--- src/rtl/aeu_pkg.sv ---
package aeu_pkg;
  typedef enum logic [1:0] {
    OP_SWAP  = 2'd0,
    OP_XORL  = 2'd1,
    OP_XORF  = 2'd2,
    OP_DIRLD = 2'd3
  } aeu_op_e;
endpackage

--- src/rtl/aeu_alu.sv ---
module aeu_alu
  import aeu_pkg::*;
#(
  parameter int DATA_W = 8
) (
  input  aeu_op_e           op,
  input  logic [DATA_W-1:0] acc,
  input  logic [DATA_W-1:0] fval,
  input  logic [DATA_W-1:0] imm,
  output logic [DATA_W-1:0] result,
  output logic              zero
);
  localparam int HALF = DATA_W / 2;

  logic [DATA_W-1:0] swapped;

  assign swapped = {fval[HALF-1:0], fval[DATA_W-1:HALF]};

  always_comb begin
    case (op)
      OP_SWAP: result = swapped;
      OP_XORL: result = acc ^ imm;
      OP_XORF: result = acc ^ fval;
      default: result = acc;
    endcase
  end

  assign zero = (result == '0);
endmodule

--- src/rtl/aeu_regfile.sv ---
module aeu_regfile #(
  parameter int DATA_W = 8,
  parameter int ADDR_W = 7
) (
  input  logic              clk,
  input  logic              rst_n,
  input  logic              we,
  input  logic [ADDR_W-1:0] waddr,
  input  logic [DATA_W-1:0] wdata,
  input  logic [ADDR_W-1:0] raddr_a,
  output logic [DATA_W-1:0] rdata_a,
  input  logic [ADDR_W-1:0] raddr_b,
  output logic [DATA_W-1:0] rdata_b
);
  localparam int DEPTH = 1 << ADDR_W;

  logic [DATA_W-1:0] mem [DEPTH];

  for (genvar g = 0; g < DEPTH; g++) begin : g_entry
    logic hit;
    assign hit = we && (waddr == ADDR_W'(g));
    always_ff @(posedge clk or negedge rst_n) begin
      if (!rst_n)   mem[g] <= '0;
      else if (hit) mem[g] <= wdata;
    end
  end

  assign rdata_a = mem[raddr_a];
  assign rdata_b = mem[raddr_b];
endmodule

--- src/rtl/aeu_dirregs.sv ---
module aeu_dirregs #(
  parameter int DATA_W    = 8,
  parameter int ADDR_W    = 7,
  parameter int DIR_BASE  = 5,
  parameter int DIR_COUNT = 3
) (
  input  logic                               clk,
  input  logic                               rst_n,
  input  logic                               ld_en,
  input  logic [ADDR_W-1:0]                  ld_addr,
  input  logic [DATA_W-1:0]                  ld_data,
  output logic [DIR_COUNT-1:0][DATA_W-1:0]   dir_q
);
  for (genvar g = 0; g < DIR_COUNT; g++) begin : g_dir
    logic sel;
    assign sel = ld_en && (ld_addr == ADDR_W'(DIR_BASE + g));
    always_ff @(posedge clk or negedge rst_n) begin
      if (!rst_n)   dir_q[g] <= '1;
      else if (sel) dir_q[g] <= ld_data;
    end
  end
endmodule

--- src/rtl/acc_exec_unit.sv ---
module acc_exec_unit
  import aeu_pkg::*;
#(
  parameter int DATA_W   = 8,
  parameter int ADDR_W   = 7,
  parameter int DIR_BASE = 5
) (
  input  logic              clk,
  input  logic              rst_n,
  input  logic              op_valid,
  input  logic [1:0]        op_code,
  input  logic [ADDR_W-1:0] op_addr,
  input  logic              op_dest,
  input  logic [DATA_W-1:0] op_lit,
  input  logic [ADDR_W-1:0] dbg_addr,
  output logic [DATA_W-1:0] dbg_file,
  output logic [DATA_W-1:0] dbg_w,
  output logic              dbg_zero,
  output logic [DATA_W-1:0] dbg_dir_a,
  output logic [DATA_W-1:0] dbg_dir_b,
  output logic [DATA_W-1:0] dbg_dir_c
);
  localparam int DIR_COUNT = 3;
  localparam int SYNC_LEN  = 2;

  // reset: asserted asynchronously, released on the clock
  logic [SYNC_LEN-1:0] rst_pipe;
  logic                rst_sync_n;

  always_ff @(posedge clk or negedge rst_n) begin
    if (!rst_n) rst_pipe <= '0;
    else        rst_pipe <= {rst_pipe[SYNC_LEN-2:0], 1'b1};
  end
  assign rst_sync_n = rst_pipe[SYNC_LEN-1];

  aeu_op_e           op;
  logic [DATA_W-1:0] w_q, w_nxt;
  logic              w_en;
  logic              z_q, z_nxt, z_en;
  logic              file_we;
  logic              dir_en;
  logic [DATA_W-1:0] file_rd;
  logic [DATA_W-1:0] alu_res;
  logic              alu_zero;
  logic [DIR_COUNT-1:0][DATA_W-1:0] dir_q;

  assign op = aeu_op_e'(op_code);

  aeu_alu #(.DATA_W(DATA_W)) u_alu (
    .op     (op),
    .acc    (w_q),
    .fval   (file_rd),
    .imm    (op_lit),
    .result (alu_res),
    .zero   (alu_zero)
  );

  aeu_regfile #(.DATA_W(DATA_W), .ADDR_W(ADDR_W)) u_file (
    .clk     (clk),
    .rst_n   (rst_sync_n),
    .we      (file_we),
    .waddr   (op_addr),
    .wdata   (alu_res),
    .raddr_a (op_addr),
    .rdata_a (file_rd),
    .raddr_b (dbg_addr),
    .rdata_b (dbg_file)
  );

  aeu_dirregs #(
    .DATA_W(DATA_W), .ADDR_W(ADDR_W), .DIR_BASE(DIR_BASE), .DIR_COUNT(DIR_COUNT)
  ) u_dir (
    .clk     (clk),
    .rst_n   (rst_sync_n),
    .ld_en   (dir_en),
    .ld_addr (op_addr),
    .ld_data (w_q),
    .dir_q   (dir_q)
  );

  // next-state decode
  always_comb begin
    w_nxt   = alu_res;
    z_nxt   = alu_zero;
    w_en    = 1'b0;
    z_en    = 1'b0;
    file_we = 1'b0;
    dir_en  = 1'b0;
    if (op_valid) begin
      case (op)
        OP_SWAP: begin
          file_we = op_dest;
          w_en    = !op_dest;
        end
        OP_XORL: begin
          w_en = 1'b1;
          z_en = 1'b1;
        end
        OP_XORF: begin
          file_we = op_dest;
          w_en    = !op_dest;
          z_en    = 1'b1;
        end
        default: dir_en = 1'b1;
      endcase
    end
  end

  // state registers
  always_ff @(posedge clk or negedge rst_sync_n) begin
    if (!rst_sync_n) w_q <= '0;
    else if (w_en)   w_q <= w_nxt;
  end

  always_ff @(posedge clk or negedge rst_sync_n) begin
    if (!rst_sync_n) z_q <= 1'b0;
    else if (z_en)   z_q <= z_nxt;
  end

  assign dbg_w     = w_q;
  assign dbg_zero  = z_q;
  assign dbg_dir_a = dir_q[0];
  assign dbg_dir_b = dir_q[1];
  assign dbg_dir_c = dir_q[2];
endmodule

--- config.mk ---
export PLATFORM = sky130hd
export DESIGN_NAME = acc_exec_unit
export DESIGN_NICKNAME = d
export VERILOG_FILES = /design/src/rtl/aeu_pkg.sv /design/src/rtl/aeu_alu.sv /design/src/rtl/aeu_regfile.sv /design/src/rtl/aeu_dirregs.sv /design/src/rtl/acc_exec_unit.sv
export SDC_FILE = /design/constraint.sdc
export NUM_CORES = 2
export LEC_CHECK = 0
export ABC_AREA = 1
export BUFFER_PORTS_ARGS = -buffer_cell sky130_fd_sc_hd__clkbuf_2
export CAP_MARGIN = 10
export CORE_UTILIZATION = 25
export CTS_BUF_LIST = sky130_fd_sc_hd__clkbuf_2 sky130_fd_sc_hd__clkbuf_4 sky130_fd_sc_hd__clkbuf_8
export CTS_CLUSTER_DIAMETER = 40
export DETAILED_ROUTE_END_ITERATION = 10
export SETUP_SLACK_MARGIN = 0.3
export SLEW_MARGIN = 5
export SYNTH_ARGS = -nofsm -noshare
export SYNTH_HDL_FRONTEND = slang
export SYNTH_HIERARCHICAL = 1
export SYNTH_SLANG_ARGS = --single-unit
--- constraint.sdc ---
create_clock -name clk -period 100.8 [get_ports clk]
set_clock_uncertainty 0.05 [all_clocks]
set_input_delay 10.08 -clock clk [delete_from_list [all_inputs] [get_ports clk]]
set_output_delay 10.08 -clock clk [all_outputs]
set_load 0.01 [all_outputs]
# ---- Word level (Yosys, flattened, before mapping)
# Cells that the tools add are included.
dict set report op_classes {
  add_sub_neg 0
  multipliers 0
  div_mod_pow 0
  magnitude_cmp 2
  n_eq_ne 129
  shifts 0
  mux 15
  bitwise_logic 4
  n_reduce_logical 138
}
# operator count
set op_table {}
lappend op_table {{== test 7 bit (second input constant)} 64}
lappend op_table {{== test 7 x 6 -> 1 bit (second input constant)} 32}
lappend op_table {{logical AND 1 bit} 131}
lappend op_table {{binary-select mux 8 bit (select 7 bit)} 2}
lappend op_table {{== test 7 x 5 -> 1 bit (second input constant)} 16}
lappend op_table {{== test 7 x 4 -> 1 bit (second input constant)} 8}
lappend op_table {{two-way mux 8 bit} 4}
lappend op_table {{== test 7 x 3 -> 1 bit (second input constant)} 4}
lappend op_table {{case mux 8 bit (3 select lines)} 1}
lappend op_table {{>= comparator 8 bit (second input constant)} 2}
lappend op_table {{inverter 7 -> 8 bit} 2}
lappend op_table {{bitwise XOR 8 bit} 2}
lappend op_table {{== test 7 x 2 -> 1 bit (second input constant)} 2}
lappend op_table {{logical NOT 8 bit} 1}
lappend op_table {{== test 7 x 1 -> 1 bit (second input constant)} 1}
lappend op_table {{logical NOT 7 bit} 1}
lappend op_table {{two-way mux 1 bit} 7}
lappend op_table {{OR reduction 2 bit} 2}
lappend op_table {{OR reduction 3 bit} 1}
lappend op_table {{== test 2 x 1 -> 1 bit (second input constant)} 1}
lappend op_table {{== test 2 bit (second input constant)} 1}
lappend op_table {{logical NOT 2 bit} 1}
lappend op_table {{case mux 1 bit (2 select lines)} 1}
lappend op_table {{logical NOT 1 bit} 1}
dict set report word_totals {
  ff_bits 1059
  latchBits 0
  mem_bits_rw 0
  rom_bits 0
  input_bits 28
  out_inout_bits 41
  word_cells 422
  n_memories 0
}

# ---- Logic depth before layout (Yosys ltp)
dict set report depth {
  ltp_word 7
  ltp_mapped 26
  depth_no_buf 23
}

# ---- Cells and area by module
# The synthesis kept the hierarchy.
# module instances cells_each area_per_inst_um2 seq_area_each_um2
set modules_own_cells {}
lappend modules_own_cells {aeu_regfile 1 8216 56382.8 25624.6}
lappend modules_own_cells {aeu_dirregs 1 114 1058.5 630.6}
lappend modules_own_cells {aeu_alu 1 121 558.0 0.0}
lappend modules_own_cells {acc_exec_unit 1 52 514.2 275.3}

# ---- Worst setup path after synthesis
# Ideal clock, no wire load.
dict set report synth_timing {
  path_type {input port to output port}
  from {input dbg_addr[0]}
  to {output dbg_file[5]}
  arrival_time_ps 11506
  required_ps 90670
  setup_slack_ps 79164
  path_stages 14
  path_cell_list {buf_2 > inv_2 > clkbuf_1 > clkbuf_1 > nand2_1 > nand3_1 > nand3_1 > nand3_1 > nand2_1 > nand2_1 > nand3_1 > nand2_1 > nand2_1 > nand2_1}
}
dict set report synth_between {
  elab_chain_cells 4
}
# item line_no
set synth_rtl {}
lappend synth_rtl {{from (decl)} acc_exec_unit.sv:15} ;# input logic [ADDR_W-1:0] dbg_addr,
lappend synth_rtl {{inverter 7 -> 8 bit (implied by the code)} aeu_regfile.sv:29} ;# assign rdata_b = mem[raddr_b];
lappend synth_rtl {{binary-select mux 8 bit (select 7 bit)} aeu_regfile.sv:29}
lappend synth_rtl {{two-way mux 8 bit (implied by the code) (2 in a row)} aeu_regfile.sv:29}
lappend synth_rtl {{to (decl)} acc_exec_unit.sv:16} ;# output logic [DATA_W-1:0] dbg_file,
# Every way passes these cells. The select of a mux whose other input is x is not followed.

# ---- Worst setup path in the final report
dict set report layout_timing {
  from {input dbg_addr[0]}
  to {output dbg_file[7]}
}
# Same word-level chain as after synthesis.

==> run_results.csv <==
group,metric,value,unit
drt,dr.pass1.iters,6,
clock_network,clockRootBuffer,"clkbuf_8",
critical_path,start_kind,"input pin",
critical_path,crit_path_frequent_cell,"nand2_1",
clock_network,clk_pin_slew,0.06,ns
yosys,syn-cell-area,0.0585,sq mm
die,fp.dieW,486,um
placement,detailed_place_hpwl,133000,um
critical_path,cpPeakStageDelay,0.82,ns
critical_path,crit_required,90.67,ns
critical_path,cp-startpoint,"dbg_addr[0]",
finish,area_delta_synth_final,11.7,%
drt,postRouteWirelength,229000,um
clock_network,cts_tree,"built",
timing,rsz0062_at_grt,"no",
finish,mostFrequentLayoutCell,"nand2_1",
placement,numPortBuffers,68,
critical_path,crit_slowest_cell,"buf_4",
critical_path,crit_family,"buffers and inverters",
critical_path,worstPathArrival,14.47,ns
die,die_y,486,um
global_route,antenna_found_initial,5,
clock_network,clk_path_buf_depth,3,
power_and_ir_drop,p_int,0.000736,W
drt,top_layer_used,"met5",
power_and_ir_drop,power_density,16.3,mW/mm^2
clock_network,post-cts-setup-buffers,0,
yosys,yosysTopAreaCell,"dfrtp_1",
timing,drv_slew,0,
clock_network,cts_sinks,1059,
power_and_ir_drop,power.share.sequential,0.422,
power_and_ir_drop,peakVddDrop,10.1,uV
yosys,yosysSeqAreaShare,0.453,
finish,num-fill-cells,25493,
global_route,grt_pass1_wl,350000,um
timing,fin_crit_sh,0.244,
timing,setup_viol,0,
critical_path,end_kind,"output pin",
clock_network,postCtsResizedCells,0,
finish,most-common-layout-cells,"nand2_1, nand3_1, dfrtp_1, o21ai_0, clkbuf_8",
global_route,grt_use_total,0.190,
yosys,synth-edff-count,0,
global_route,grt_max_degree,182,
drt,met3_length,21700,um
power_and_ir_drop,power.leakage,27.8,nW
die,ioPinCount,69,
global_route,gr-total-overflow,0,
finish,drive_gt1_frac,0.0742,
placement,gp_congestion,0.920,
die,num_rows,177,
global_route,grt_pass1_vias,53915,
timing,worst_pin_slew,1.24,ns
power_and_ir_drop,clockPowerShare,0.440,
job,drv_cap,0,
critical_path,crit_buf_inv,5,
critical_path,path_max_fanout,90,
clock_network,numCtsBuffers,208,
timing,max_slew_margin,0.166,
clock_network,hold_buffers,0,
critical_path,path_class,"in2out",
critical_path,worstReg2RegStart,"u_file/mem[386]",
timing,finalHoldViolCount,0,
placement,dp_slack,76.40,ns
drt,met1_length,96900,um
die,coreArea,0.233,sq mm
yosys,synth_cells,8503,
drt,drt-initial-drc-count,7799,
die,die_area,0.236,sq mm
yosys,ys_types,31,
drt,route.met2.wl,99300,um
finish,utilization,0.281,
yosys,avgSynthCellArea,6.88,sq um
yosys,synth_top_area_frac,0.443,
drt,via_per_inst,5.16,
status,status,"finished, final reports clean",
hold_path,min_path_type,"reg2async",
timing,finalSetupTns,0,ns
timing,worst_slack,76.20,ns
timing,period_minus_slack,24.60,ns
power_and_ir_drop,p_sw,0.000331,W
timing,fmax,40.7,MHz
yosys,ys_warn_count,6,
drt,drtAntennaViolNets,0,
clock_network,htreeDepth,4,
die,initial_core_util,0.252,
power_and_ir_drop,p_comb_frac,0.138,
yosys,async_reset_ff_frac,1.00,
power_and_ir_drop,switching_share,0.310,
critical_path,worstPathCellList,"buf_8, buf_4, buf_4, buf_4, nand2_1, nand3_1, nand3_1, nand3_1, nand2_1, nand2_1, nand3_1, nand2_1, nand2_1, nand2_1, clkbuf_2",
drt,vias,58733,
drt,route.detailed.drc,0,
yosys,synth_ff_type,"dfrtp_1",
yosys,ys_top_cells_by_area,"dfrtp_1, nand2_1, nand3_1",
clock_network,insertion_delay,0.99,ns
yosys,synth_seq_cells,1059,
drt,wl_per_cell,20.2,um
finish,finalNetCount,8206,
yosys,syn_nets,8537,
flip-flops by register name, indices dropped and copies added (netlist names):
signal,flops
u_file/mem,1024
u_dir/dir_q,24
dbg_w,8
rst_pipe,2
dbg_zero,1
Yosys cell counts (6+ instances only):
| library cell | number |
|---|---|
| nand2_1 | 3611 |
| nand3_1 | 1899 |
| dfrtp_1 | 1035 |
| o21ai_0 | 973 |
| clkbuf_1 | 598 |
| buf_1 | 73 |
| nor2_1 | 70 |
| a21oi_1 | 56 |
| inv_1 | 52 |
| dfstp_2 | 24 |
| buf_2 | 22 |
| inv_2 | 18 |
| nor3_2 | 18 |
| nand2_2 | 12 |
| nand4_1 | 12 |
| ha_1 | 6 |
worst reg2reg max path, delay by kind of cell, from the launching register on:
kind	cells	cell delay (ns)
AOI/OAI and AO/OA	1	0.41
DFF	1	0.39
buffers and inverters	3	1.39
and+or+nand+nor	15	1.88
path summary, 6_finish.rpt:
kind,end,slack [ns],depth (start not counted)
hold / removal,u_file/mem[433],0.30,0
setup / recovery,dbg_file[7],76.20,15
max in group asynchronous,rst_pipe[1],91.72,1
hold reg to reg,u_file/mem[433],0.30,0
setup reg to reg,u_file/mem[410],96.48,19
min in group clk,rst_pipe[1],0.30,0
routing by layer:
layer / track usage / vias up
li1: - / 27350
met1: 0.260 / 27860
met2: 0.282 / 2976
met5: 0 / -
met3: 0.0375 / 541
met4: 0.0972 / 6
kinds of logic (layout without fill, tap and decap cells):
| kind of cell | count (synthesis) | count (layout) | share of synthesized area |
|---|---|---|---|
| buf+inv | 770 | 593 | 0.0505 |
| simple gates | 5634 | 5634 | 0.406 |
| flops | 1059 | 1059 | 0.453 |
| other cells | 1 | 4 | 0.0000641 |
| compound gates | 1033 | 1033 | 0.0884 |
| fa+ha+maj | 6 | 6 | 0.00128 |
power groups by stage:
| stage | clock, W | combinational (W) | sequential [W] |
|---|---|---|---|
| after floorplan | 0 | 0.0000831 | 0.000461 |
| after global placement | 0 | 0.000143 | 0.000457 |
| after detailed placement | 0 | 0.000144 | 0.000457 |
| after CTS | 0.000477 | 0.000144 | 0.000450 |
| after global routing | 0.000498 | 0.000157 | 0.000452 |
| final | 0.000470 | 0.000147 | 0.000450 |
stage by stage:
stage / cell area, sq um / std cells / power (W) / hold WS (ns)
final: 65300 / 11372 / 0.00107 / 0.301
after global routing: 65300 / 11371 / 0.00111 / 0.302
after CTS: 65300 / 11369 / 0.00107 / 0.302
after detailed placement: 60900 / 11005 / 0.000601 / 0.291
after global placement: 60900 / 11005 / 0.000601 / 0.284
after floorplan: 58500 / 8503 / 0.000544 / 0.281
area by class of cell:
type	instances	area, sq um	share of cell area
antenna	3	7.51	0.000115
clock buffer	311	3920	0.0600
clock inverter	53	544	0.00833
inverter	71	339	0.00519
multi-input combinational	6674	29000	0.444
sequential	1059	26500	0.406
tap	3043	3810	0.0583
timing repair buffer	158	1160	0.0178
(Power assumes the default switching activity.)
